--- config.mk ---
export PLATFORM = sky130hd
export DESIGN_NAME = sram_wr_ctrl
export DESIGN_NICKNAME = d
export VERILOG_FILES = /design/src/rtl/sram_wr_pkg.sv /design/src/rtl/sram_wait_sync.sv /design/src/rtl/sram_phase_timer.sv /design/src/rtl/sram_wait_track.sv /design/src/rtl/sram_wr_ctrl.sv
export SDC_FILE = /design/constraint.sdc
export NUM_CORES = 1
export LEC_CHECK = 0
export BUFFER_PORTS_ARGS = -buffer_cell sky130_fd_sc_hd__buf_4
export CORE_MARGIN = 4
export CORE_UTILIZATION = 48
export CTS_CLUSTER_DIAMETER = 30
export CTS_CLUSTER_SIZE = 30
export DETAILED_ROUTE_END_ITERATION = 10
export HOLD_SLACK_MARGIN = 0.06
export PLACE_DENSITY_LB_ADDON = 0.08
export SLEW_MARGIN = 10
export SYNTH_ARGS = -nofsm -noshare
export SYNTH_HDL_FRONTEND = slang
export SYNTH_SLANG_ARGS = --single-unit
--- constraint.sdc ---
create_clock -name clk -period 2.35 [get_ports clk]
set_input_delay 0.3525 -clock clk [delete_from_list [all_inputs] [get_ports clk]]
set_output_delay 0.3525 -clock clk [all_outputs]
set_load 0.02 [all_outputs]
--- src/rtl/sram_wr_pkg.sv ---
package sram_wr_pkg;

  typedef enum logic [1:0] {
    ST_IDLE   = 2'd0,
    ST_SETUP  = 2'd1,
    ST_STROBE = 2'd2,
    ST_HOLD   = 2'd3
  } wr_state_e;

  // programmed phase length: a zero setting behaves as one clock
  function automatic logic [31:0] phase_len(input logic [31:0] v);
    return (v == 32'd0) ? 32'd1 : v;
  endfunction

endpackage

--- src/rtl/sram_wait_sync.sv ---
module sram_wait_sync #(
  parameter int STAGES = 2
) (
  input  logic clk,
  input  logic rst_n,
  input  logic async_n,
  output logic sync_n
);
  logic [STAGES-1:0] shreg;

  always_ff @(posedge clk or negedge rst_n) begin
    if (!rst_n) shreg <= '1;
    else        shreg <= {shreg[STAGES-2:0], async_n};
  end

  assign sync_n = shreg[STAGES-1];
endmodule

--- src/rtl/sram_phase_timer.sv ---
module sram_phase_timer
  import sram_wr_pkg::*;
#(
  parameter int SW  = 4,
  parameter int DTW = 8
) (
  input  logic           clk,
  input  logic           rst_n,
  input  logic           load,
  input  logic           in_setup,
  input  logic           in_strobe,
  input  logic [SW-1:0]  setup_cfg,
  input  logic [DTW-1:0] data_cfg,
  output logic           setup_done,
  output logic           data_done
);
  logic [DTW-1:0] pcnt;
  logic [31:0]    cnt_w, setup_lim, data_lim;

  assign cnt_w     = 32'(pcnt);
  assign setup_lim = phase_len(32'(setup_cfg));
  assign data_lim  = phase_len(32'(data_cfg));
  assign setup_done = in_setup  && (cnt_w >= setup_lim);
  assign data_done  = in_strobe && (cnt_w >= data_lim);

  always_ff @(posedge clk or negedge rst_n) begin
    if (!rst_n)
      pcnt <= '0;
    else if (load)
      pcnt <= DTW'(1);
    else if ((in_setup && !setup_done) || (in_strobe && !data_done))
      pcnt <= pcnt + 1'b1;
  end

  AST_DATA_MIN: assert property (@(posedge clk) disable iff (!rst_n)
    (in_strobe && !data_done) |=> in_strobe);
endmodule

--- src/rtl/sram_wait_track.sv ---
module sram_wait_track #(
  parameter int REL_CYC = 4,
  parameter int TMO_CYC = 1024
) (
  input  logic clk,
  input  logic rst_n,
  input  logic wait_act,
  input  logic in_window,
  input  logic in_strobe,
  input  logic data_done,
  output logic rel_ok,
  output logic tmo_hit
);
  localparam int RW = $clog2(REL_CYC + 1);
  localparam int TW = $clog2(TMO_CYC + 1);

  logic [RW-1:0] rcnt;
  logic [TW-1:0] tcnt;
  logic          blocked;

  // release countdown: armed while wait is active, runs down after release
  always_ff @(posedge clk or negedge rst_n) begin
    if (!rst_n)            rcnt <= '0;
    else if (!in_window)   rcnt <= '0;
    else if (wait_act)     rcnt <= RW'(REL_CYC);
    else if (rcnt != '0)   rcnt <= rcnt - 1'b1;
  end

  assign rel_ok  = !wait_act && (rcnt <= RW'(1));
  assign blocked = in_strobe && data_done && !rel_ok;

  always_ff @(posedge clk or negedge rst_n) begin
    if (!rst_n)        tcnt <= '0;
    else if (!blocked) tcnt <= '0;
    else               tcnt <= tcnt + 1'b1;
  end

  assign tmo_hit = blocked && (tcnt == TW'(TMO_CYC - 1));

  AST_HOLD_WHILE_WAIT: assert property (@(posedge clk) disable iff (!rst_n)
    (in_strobe && wait_act && !tmo_hit) |=> in_strobe);
endmodule

--- src/rtl/sram_wr_ctrl.sv ---
module sram_wr_ctrl
  import sram_wr_pkg::*;
#(
  parameter int AW          = 16,
  parameter int DW          = 16,
  parameter int SW          = 4,
  parameter int DTW         = 8,
  parameter int REL_CYC     = 4,
  parameter int TMO_CYC     = 1024,
  parameter int SYNC_STAGES = 2
) (
  input  logic           clk,
  input  logic           rst_n,
  input  logic           req_valid,
  output logic           req_ready,
  input  logic [AW-1:0]  req_addr,
  input  logic [DW-1:0]  req_data,
  input  logic [SW-1:0]  cfg_setup,
  input  logic [DTW-1:0] cfg_data,
  input  logic           cfg_wait_en,
  output logic [AW-1:0]  mem_addr,
  output logic [DW-1:0]  mem_data,
  output logic           mem_cs_n,
  output logic           mem_we_n,
  input  logic           mem_wait_n,
  output logic           done,
  output logic           tmo_err
);
  wr_state_e      state, state_nx;
  logic [AW-1:0]  addr_q;
  logic [DW-1:0]  data_q;
  logic [SW-1:0]  setup_q;
  logic [DTW-1:0] dlen_q;
  logic           wen_q, err_pend, done_q, tmo_q;

  // named internal events
  logic accept, in_setup, in_strobe, in_window;
  logic setup_done, data_done, rel_ok, tmo_hit, strobe_end;
  logic wait_sync_n, wait_act;

  assign accept    = (state == ST_IDLE) && req_valid;
  assign in_setup  = (state == ST_SETUP);
  assign in_strobe = (state == ST_STROBE);
  assign in_window = in_setup || in_strobe;
  assign wait_act  = wen_q && !wait_sync_n;
  assign strobe_end = in_strobe && ((data_done && rel_ok) || tmo_hit);

  sram_wait_sync #(.STAGES(SYNC_STAGES)) u_sync (
    .clk(clk), .rst_n(rst_n), .async_n(mem_wait_n), .sync_n(wait_sync_n)
  );

  sram_phase_timer #(.SW(SW), .DTW(DTW)) u_timer (
    .clk(clk), .rst_n(rst_n),
    .load(accept || setup_done),
    .in_setup(in_setup), .in_strobe(in_strobe),
    .setup_cfg(setup_q), .data_cfg(dlen_q),
    .setup_done(setup_done), .data_done(data_done)
  );

  sram_wait_track #(.REL_CYC(REL_CYC), .TMO_CYC(TMO_CYC)) u_track (
    .clk(clk), .rst_n(rst_n), .wait_act(wait_act),
    .in_window(in_window), .in_strobe(in_strobe), .data_done(data_done),
    .rel_ok(rel_ok), .tmo_hit(tmo_hit)
  );

  always_comb begin
    state_nx = state;
    case (state)
      ST_IDLE:   if (accept)     state_nx = ST_SETUP;
      ST_SETUP:  if (setup_done) state_nx = ST_STROBE;
      ST_STROBE: if (strobe_end) state_nx = ST_HOLD;
      ST_HOLD:                   state_nx = ST_IDLE;
      default:                   state_nx = ST_IDLE;
    endcase
  end

  always_ff @(posedge clk or negedge rst_n) begin
    if (!rst_n) begin
      state    <= ST_IDLE;
      addr_q   <= '0;
      data_q   <= '0;
      setup_q  <= '0;
      dlen_q   <= '0;
      wen_q    <= 1'b0;
      err_pend <= 1'b0;
      done_q   <= 1'b0;
      tmo_q    <= 1'b0;
    end else begin
      state  <= state_nx;
      done_q <= (state == ST_HOLD);
      tmo_q  <= (state == ST_HOLD) && err_pend;
      if (accept) begin
        addr_q   <= req_addr;
        data_q   <= req_data;
        setup_q  <= cfg_setup;
        dlen_q   <= cfg_data;
        wen_q    <= cfg_wait_en;
        err_pend <= 1'b0;
      end else if (in_strobe && tmo_hit) begin
        err_pend <= 1'b1;
      end
    end
  end

  assign req_ready = (state == ST_IDLE);
  assign mem_cs_n  = (state == ST_IDLE);
  assign mem_we_n  = !in_strobe;
  assign mem_addr  = mem_cs_n ? '0 : addr_q;
  assign mem_data  = mem_cs_n ? '0 : data_q;
  assign done      = done_q;
  assign tmo_err   = tmo_q;

  AST_WE_IN_CS: assert property (@(posedge clk) disable iff (!rst_n)
    !mem_we_n |-> !mem_cs_n);
  AST_BUS_STABLE: assert property (@(posedge clk) disable iff (!rst_n)
    (!mem_cs_n && $past(!mem_cs_n)) |-> ($stable(mem_addr) && $stable(mem_data)));
  AST_DONE_PULSE: assert property (@(posedge clk) disable iff (!rst_n)
    done |=> !done);
  AST_DONE_AFTER_CYCLE: assert property (@(posedge clk) disable iff (!rst_n)
    done |-> (mem_cs_n && $past(!mem_cs_n)));
  AST_TMO_WITH_DONE: assert property (@(posedge clk) disable iff (!rst_n)
    tmo_err |-> done);
  AST_BUSY_NOT_READY: assert property (@(posedge clk) disable iff (!rst_n)
    !mem_cs_n |-> !req_ready);
endmodule

=== Word level (Yosys, flattened, before mapping) ===
Index checks and enable logic that the tools add are counted.

* Bits in registers: 74
* Input bits: 49

* Add/subtract/negate cells: 3
* Order comparisons: 3
* Eq/ne operators: 8
* Mux-type cells: 16
* Reductions and logical operators: 31

{| class="wikitable"
|+ Operators with widths
! operator !! count
|-
| >= comparator 8 x 32 -> 1 bit || 2
|-
| 2-to-1 mux 16 bit || 2
|-
| 2-to-1 mux 8 bit || 3
|-
| logical AND 1 bit || 14
|-
| adder 11 x 1 -> 11 bit (second input constant) || 1
|-
| equality test 11 x 10 -> 1 bit (second input constant) || 1
|-
| 2-to-1 mux 11 bit || 1
|-
| 2-to-1 mux 3 bit || 3
|-
| adder 8 x 1 -> 8 bit (second input constant) || 1
|-
| zero test 8 bit || 1
|-
| case mux 2 bit (4 select lines) || 1
|-
| zero test 1 bit || 6
|-
| 2-to-1 mux 2 bit || 3
|-
| inequality test 2 x 1 -> 1 bit (second input constant) || 3
|-
| equality test 2 bit (second input constant) || 2
|-
| zero test 4 bit || 1
|-
| logical OR 1 bit || 4
|-
| 2-to-1 mux 4 bit || 1
|-
| nonzero test 2 bit || 2
|-
| less-or-equal comparator 3 x 1 -> 1 bit (second input constant) || 1
|-
| inequality test 3 x 2 -> 1 bit (second input constant) || 1
|-
| AND reduction 3 bit || 1
|-
| nonzero test 3 bit || 1
|-
| subtractor 3 x 1 -> 3 bit (second input constant) || 1
|-
| other kinds (3) || 4
|}

=== Depth between registers and ports, before layout ===
Gate-level depths: netlist of run 1.

* Word-level depth: 11
* Gate-level depth with buffers: 10

=== By module ===
Synthesis of run 1 repeated with hierarchy kept, for this count alone.

* Cells, all modules: 328
* Area, all modules: 3772.4 um^2

{| class="wikitable"
|+ Modules (own cells, without submodules)
! module !! instances !! cells each !! area an instance (um^2) !! seq. area each (um^2)
|-
| sram_wr_ctrl || 1 || 157 || 2155.8 || 1251.2
|-
| sram_phase_timer || 1 || 100 || 869.6 || 200.2
|-
| sram_wait_track || 1 || 69 || 694.4 || 350.3
|-
| sram_wait_sync || 1 || 2 || 52.6 || 52.6
|}

=== Worst setup path before layout of run 1 ===
Ideal clock, no wire load.

* Path type: reg2reg
* Start point: reg dlen_q[5]
* End point: reg u_timer.pcnt[2]
* Arrival time: 2.361 ns
* Setup slack: -0.091 ns
* Stages on the path, launching flop included: 11
* Cells stage by stage: dfrtp_1 nor4_1 a41o_1 ha_1 and3_1 o21ai_1 a31oi_1 o41a_1 buf_6 or3_1 a21oi_1

* Longest elaborated chain between the ends: 8

{| class="wikitable"
|+ Ends and longest elaborated chain
! item !! line !! text
|-
| start: declaration || sram_wr_ctrl.sv:33 || <nowiki>logic [DTW-1:0] dlen_q;</nowiki>
|-
| start signal: assignment || sram_wr_ctrl.sv:96 || <nowiki>dlen_q <= cfg_data;</nowiki>
|-
| zero test 8 bit || sram_wr_pkg.sv:12 || <nowiki>return (v == 32'd0) ? 32'd1 : v;</nowiki>
|-
| 2-to-1 mux 8 bit * || sram_wr_pkg.sv:12 ||
|-
| >= comparator 8 x 32 -> 1 bit * || sram_phase_timer.sv:24 || <nowiki>assign data_done = in_strobe && (cnt_w >= data_lim);</nowiki>
|-
| logical AND 1 bit * || sram_phase_timer.sv:24 ||
|-
| zero test 1 bit * || sram_phase_timer.sv:31 || <nowiki>else if ((in_setup && !setup_done) || (in_strobe && !data_done))</nowiki>
|-
| logical AND 1 bit * || sram_phase_timer.sv:31 ||
|-
| logical OR 1 bit * || sram_phase_timer.sv:31 ||
|-
| nonzero test 2 bit (no line) * || - ||
|-
| end signal: assignment || sram_phase_timer.sv:32 || <nowiki>pcnt <= pcnt + 1'b1;</nowiki>
|-
| end: declaration || sram_phase_timer.sv:17 || <nowiki>logic [DTW-1:0] pcnt;</nowiki>
|}

Mark *: on every way between the ends. The rest lies on a longest branch, timed or not.
A chain may end at the register's enable or synchronous reset.

=== Worst setup path after layout of run 1 ===
* Start point: reg dlen_q[6]
* End point: reg u_timer.pcnt[7]

The elaborated chain is that of the path after synthesis.

==> reports/metrics.cfg, run 1 <==
[timing]
clock.fmax_mhz = 402
worst_pin_slew_ns = 0.905
setup_ws_ns = -0.137
holdWs_ns = 0.126
fin_worst_skew_ns = 0.0124
slew_violations = 0
final_hold_viol_count = 0
setup_viol = 8
grt_setup_unrepaired = true
relSlewSlack = 0.396
finalCritPeriodShare = 1.06
period_needed_ns = 2.49

[route]
antenna_left = 0
drt-initial-drc-count = 83
wire_per_inst_um = 13.5
vias = 2649
via_per_inst = 5.02
wirelength_um = 7110
dr.pass1.iters = 4
drc_errors = 0

[final_layout]
multi_input_area_mm2 = 0.00173
area_delta_synth_final_pct = 33.0
stdcell_area_mm2 = 0.00483
fillers = 594
drive_gt1_frac = 0.438
num-nets-final = 494
antenna_cells = 0
seq_area_mm2 = 0.00185
fin_cells = 528

[cts]
cts_tree = done
clkLatencyLatePin_ns = 0.33
clock_sinks = 74
htreeDepth = 3
root_buffer = clkbuf_8
cts.path.max_buffers = 2
clk_pin_slew_worst_paths_ns = 0.07
cts_made_buffers = 9
cts_hold_buf = 0

[placed_design]
place_area_mm2 = 0.00446
hpwl_um = 5040
gp_congestion = 0.836
io_buffers = 85
dpl.cell_count = 508

[floorplan]
start_util = 0.498
pin_count = 86
dieArea_mm2 = 0.00903
core_area_mm2 = 0.00729
die_h_um = 95.0
rows = 31
chipWidth_um = 95.0

[synth]
synth_area_mm2 = 0.00363
synth_top_area_share = 0.496
ys_top_cells_by_area = dfrtp_1 50%, mux2_2 14%, ha_1 7.2%
yosysUniqueCellTypes = 42
netlist.top_cell.by_area = dfrtp_1
avgSynthCellArea_um2 = 11.3
synth_fp_nets = 391
synth_seq_area_share = 0.510
synth_most_common_cell = dfrtp_1
ys_warn_count = 0
ys_ff_latch = 74
synthCells = 321
synth_edf_count = 0
synth-main-ff-cell = dfrtp_1
synth_common_cells = 72 x dfrtp_1, 45 x mux2_2, 36 x nor2b_1
async_flop_share = 1.00

[min_path]
min_path_type = input pin to flop

[power]
clockPowerShare = 0.173
intPower_w = 0.00407
peakVddDrop_mv = 0.754
power_frac_comb = 0.517
total_power_w = 0.00645
power.switching_w = 0.00238
p_leak_nw = 2.28
power.density_mw_per_mm2 = 1330
p_sw_frac = 0.369
p_seq_frac = 0.310

[global_routing]
antenna_found_initial = 0
grt_max_degree = 75
grt_pass1_wl_um = 11700
track_usage = 0.165
grt_pass1_vias = 2612
grt_overflow = 0

[worst_setup_path]
cp-end-kind = flop
start_kind = flop
crit_fanout = 6
cp.required_ns = 2.62
criticalPathCategory = flop to flop
critPathArrivalTime_ns = 2.76

[job]
cap_violations = 0

[outcome]
violations = negative setup slack
outcome = finished with violations

## cells in the final DEF, fill, tap and decap left out, drive strengths merged, types with 4 or more instances in the layout
| master | instances |
|---|---|
| a21oi | 11 |
| buf | 103 |
| clkbuf | 13 |
| dfrtp | 72 |
| ha | 21 |
| inv | 22 |
| mux2 | 45 |
| nand2 | 13 |
| nand3 | 8 |
| nand4 | 4 |
| nor2 | 19 |
| nor2b | 36 |
| o21ai | 11 |
| or3 | 6 |
| xnor2 | 5 |
| xor2 | 5 |
## final timing paths
kind,end,start,cells past startpoint,slack (ns)
max in group asynchronous,u_track.rcnt[2],rst_n,1,1.61
worst max-delay path,u_timer.pcnt[7],dlen_q[6],10,-0.14
worst max register to register,u_timer.pcnt[7],dlen_q[6],10,-0.14
min in group asynchronous,data_q[10],rst_n,1,0.14
worst min-delay path,u_sync.shreg[0],mem_wait_n,1,0.13
worst min register to register,u_sync.shreg[1],u_sync.shreg[0],0,0.36
## power by group through the flow
stage / clock [W] / sequential, W / combinational (W)
global route: 0.00120 / 0.00205 / 0.00368
global placement: 0 / 0.00199 / 0.00319
floorplan: 0 / 0.00197 / 0.00215
detailed placement: 0 / 0.00202 / 0.00325
finish: 0.00112 / 0.00199 / 0.00333
CTS: 0.00114 / 0.00200 / 0.00333
## kinds of logic after synthesis
group	synth area share
xor gates and xnor gates	0.0241
and+or+nand+nor	0.146
AOI/OAI and AO/OA	0.0665
adders and majority gates	0.0723
muxes	0.142
DFF	0.510
buffers and inverters	0.0389
## state kept, by name, indices dropped and copies added, names as in the netlist
signal	cells
dlen_q	8
err_pend	1
setup_q	4
addr_q	16
data_q	16
u_track.rcnt	3
tmo_err	1
state	2
u_track.tcnt	11
done	1
u_sync.shreg	2
wen_q	1
u_timer.pcnt	8
## final cells by class
type / count / share of cell area
Clock inverter: 4 / 0.0153
Tap cell: 99 / 0.0256
Inverter: 22 / 0.0171
Multi-Input combinational cell: 213 / 0.358
Timing Repair Buffer: 104 / 0.168
Sequential cell: 74 / 0.384
Clock buffer: 12 / 0.0321
## routing by layer
metal	vias up	part of all wire	GRT usage
met2	77	0.45	0.264
met3	7	0.077	0.0454
met4	0	0.011	0.0745
met5	-	0	0
li1	1305	-	-
met1	1260	0.46	0.210
## stage by stage
step	setup slack, ns	util	TNS, ns
after floorplan	0.00778	-	0
after global placement	-0.200	0.612	-1.70
after detailed placement	-0.305	0.612	-4.08
after CTS	-0.223	0.649	-1.57
after global routing	-0.225	0.662	-2.42
final	-0.137	0.662	-0.743
## worst max-delay path, cell delays in order (launching register included)
cell,delay [ns]
dfrtp_1,0.41
nor4_2,0.29
a41o_1,0.19
ha_1,0.22
and3_1,0.15
o21ai_1,0.11
a31oi_1,0.11
o41a_1,0.35
buf_6,0.14
or4_4,0.41
nand2_2,0.06
## what timing repair did
| item | CTS | global route |
|---|---|---|
| gates resized for setup | 6 | 23 |
| buffers inserted | 3 | 1 |
| cloned | 0 | 1 |
| setup endpoints to repair | 22 | 22 |
| pin swaps | 16 | 11 |
No activity file was read; power rests on OpenSTA's default activity.
==> run 2: changes to the inputs <==
Settings changed: ABC_AREA set to 1, CORE_UTILIZATION 48 to 49.
==> run 2 against run 1 <==
  * The run now ends clean
  * Sequential power decreased by 3%
  * Via count up 13%
  * Clock-buffer cell count increased by 1
  * Total power decreased by 10%
  * Final cell count rose by 19%
  * Register-to-register slack improved by 0.40 ns
  * Die area is 0.20% lower
  * Design area is 5.1% lower
  * Synthesized cell count is 38% higher
  * Synthesized area grew 1.9%
  * Fmax rose by 19%
  * Critical path type unchanged
  * Clock power shrank 22%
==> reports/metrics.cfg, run 2 <==
[cts]
cts_hold_buf = 0
clk_pin_slew_worst_paths_ns = 0.08
clkLatencyLatePin_ns = 0.34
root_buffer = clkbuf_8
cts_tree = done
post_cts_buffers = 0
cts_made_buffers = 9
clock_sinks = 74
cts.path.max_buffers = 2
htreeDepth = 3
cts_resized = 0

[floorplan]
die_h_um = 94.9
start_util = 0.508
pin_count = 86
rows = 31
core_area_mm2 = 0.00729
dieArea_mm2 = 0.00901
chipWidth_um = 94.9

[timing]
final_hold_viol_count = 0
grt_setup_unrepaired = false
period_needed_ns = 2.09
finalCritPeriodShare = 0.890
fin_setup_tns_ns = 0
relSlewSlack = 0.376
slew_violations = 0
clock.fmax_mhz = 478
worst_pin_slew_ns = 0.935
holdWs_ns = 0.114
fin_worst_skew_ns = 0.0107
setup_viol = 0

[synth]
synth_common_cells = 88 x nand2_1, 72 x dfrtp_1, 68 x inv_1
avgSynthCellArea_um2 = 8.37
netlist.top_cell.by_area = dfrtp_1
synthCells = 442
synthXorXnorAreaFrac = 0.00473
async_flop_share = 1.00
ys_top_cells_by_area = dfrtp_1 49%, nand2_1 8.9%, ha_1 7.1%
synth_top_family_by_area = simple AND/OR/NAND/NOR gates
synth_edf_count = 0
synth_compound_area_frac = 0.103
synth_most_common_cell = nand2_1
muxShareOfSynthArea = 0.00270
synth_seq_area_share = 0.501
synth_adder_area_share = 0.0710
synth_fp_nets = 512
ys_warn_count = 0
synth_top_area_share = 0.487
synth_area_mm2 = 0.00370
synth-simple-area-share = 0.225
ys_ff_latch = 74
synth-main-ff-cell = dfrtp_1
yosysUniqueCellTypes = 35

[worst_setup_path]
r2r_end = u_timer.pcnt[6]
critPathMaxStageDelay_ns = 0.38
r2r_cells = 13
path_cells = nor4_1 > a41o_1 > ha_1 > nand2_1 > nor2_1 > nor2_1 > nand2_1 > nand2_2 > nand3_2 > nand2_2 > nand3_1 > nand2_1 > nor2_1
r2r_setup_slack_ns = 0.26
cp-end-kind = flop
crit_fanout = 15
cp.required_ns = 2.57
r2r-start = dlen_q[1]
start_kind = flop
cp_slowest_cell = dfrtp_1
critPathArrivalTime_ns = 2.31
criticalPathCategory = flop to flop
crit_start = dlen_q[1]

[power]
peakVddDrop_mv = 0.649
p_leak_nw = 2.43
power.density_mw_per_mm2 = 1270

[placed_design]
hpwl_um = 5720
place_area_mm2 = 0.00441
io_buffers = 85
gp_congestion = 0.829

[final_layout]
antenna_cells = 0
stdcell_area_mm2 = 0.00459
final_cell_mix = 88 x nand2_1, 88 x buf_4, 72 x dfrtp_1, 68 x inv_1, 55 x nor2_1
top_regs = addr_q x16, data_q x16, u_track.tcnt x11
fillers = 643
drive_gt1_frac = 0.243
num-nets-final = 596
area_delta_synth_final_pct = 23.9

[route]
via_per_inst = 4.76
dr.pass1.iters = 4
drt-initial-drc-count = 89
drc_errors = 0
wire_per_inst_um = 12.5
vias = 2993
wirelength_um = 7860
antenna_left = 0

[global_routing]
grt_pass1_wl_um = 12900
grt_overflow = 0
grt_pass1_vias = 2936
antenna_found_initial = 0
track_usage = 0.183
grt_max_degree = 75

[job]
cap_violations = 0

[outcome]
outcome = finished clean

[min_path]
min_path_type = input pin to asynchronous set/reset pin

## run 2: kinds of logic after synthesis
logic type / count (synthesis)
compound gates: 70
xor+xnor: 2
fa+ha+maj: 21
buf+inv: 87
flops: 74
mux: 1
simple gates: 187
## run 2: worst max-delay path by stage
stage | to | slack, ns
3_5_place_dp | u_timer.pcnt[6] | 0.24
6_report | u_timer.pcnt[6] | 0.26
3_3_place_gp | u_timer.pcnt[3] | 0.33
5_1_grt | u_timer.pcnt[6] | 0.01
2_1_floorplan | u_timer.pcnt[5] | 0.50
4_1_cts | u_timer.pcnt[6] | 0.24
## run 2: critical path: cells and delay by family (launching register included)
family	cells	cell delay (ns)
flip-flops	1	0.38
AND/OR/NAND/NOR	11	1.18
adder cells (fa/ha/maj)	1	0.22
AO/OA/AOI/OAI	1	0.21
## run 2: routing by layer
metal	up-vias	global-route usage	wire, um
met5	-	0	0
met4	0	0.0505	78
met3	6	0.0526	406
met2	75	0.285	3570
met1	1370	0.250	3810
li1	1542	-	-
## run 2: area by class of cell
type,count,area (um2),area share
repair buffers,88,661,0.144
clock inverters,2,12.5,0.00273
flip-flops and latches,74,1850,0.404
inverters,72,270,0.0589
clock buffers,13,159,0.0347
well taps,99,124,0.0270
multi-input cells,281,1510,0.328
## run 2: through the flow
stage               total power, W  worst slack, ns  cells  utilization
floorplan                  0.00398            0.498    442            -
global placement           0.00489            0.326    614        0.605
detailed placement         0.00498            0.244    614        0.605
CTS                        0.00587            0.235    629        0.629
global route               0.00634           0.0102    629        0.629
finish                     0.00580            0.258    629        0.629
## run 2: where the power goes
part	internal (W)	leakage [nW]	switching (W)
Combinational	0.00112	1.40	0.00187
Clock	0.000435	0.0855	0.000440
Sequential	0.00173	0.940	0.000202
Total	0.00329	2.43	0.00251
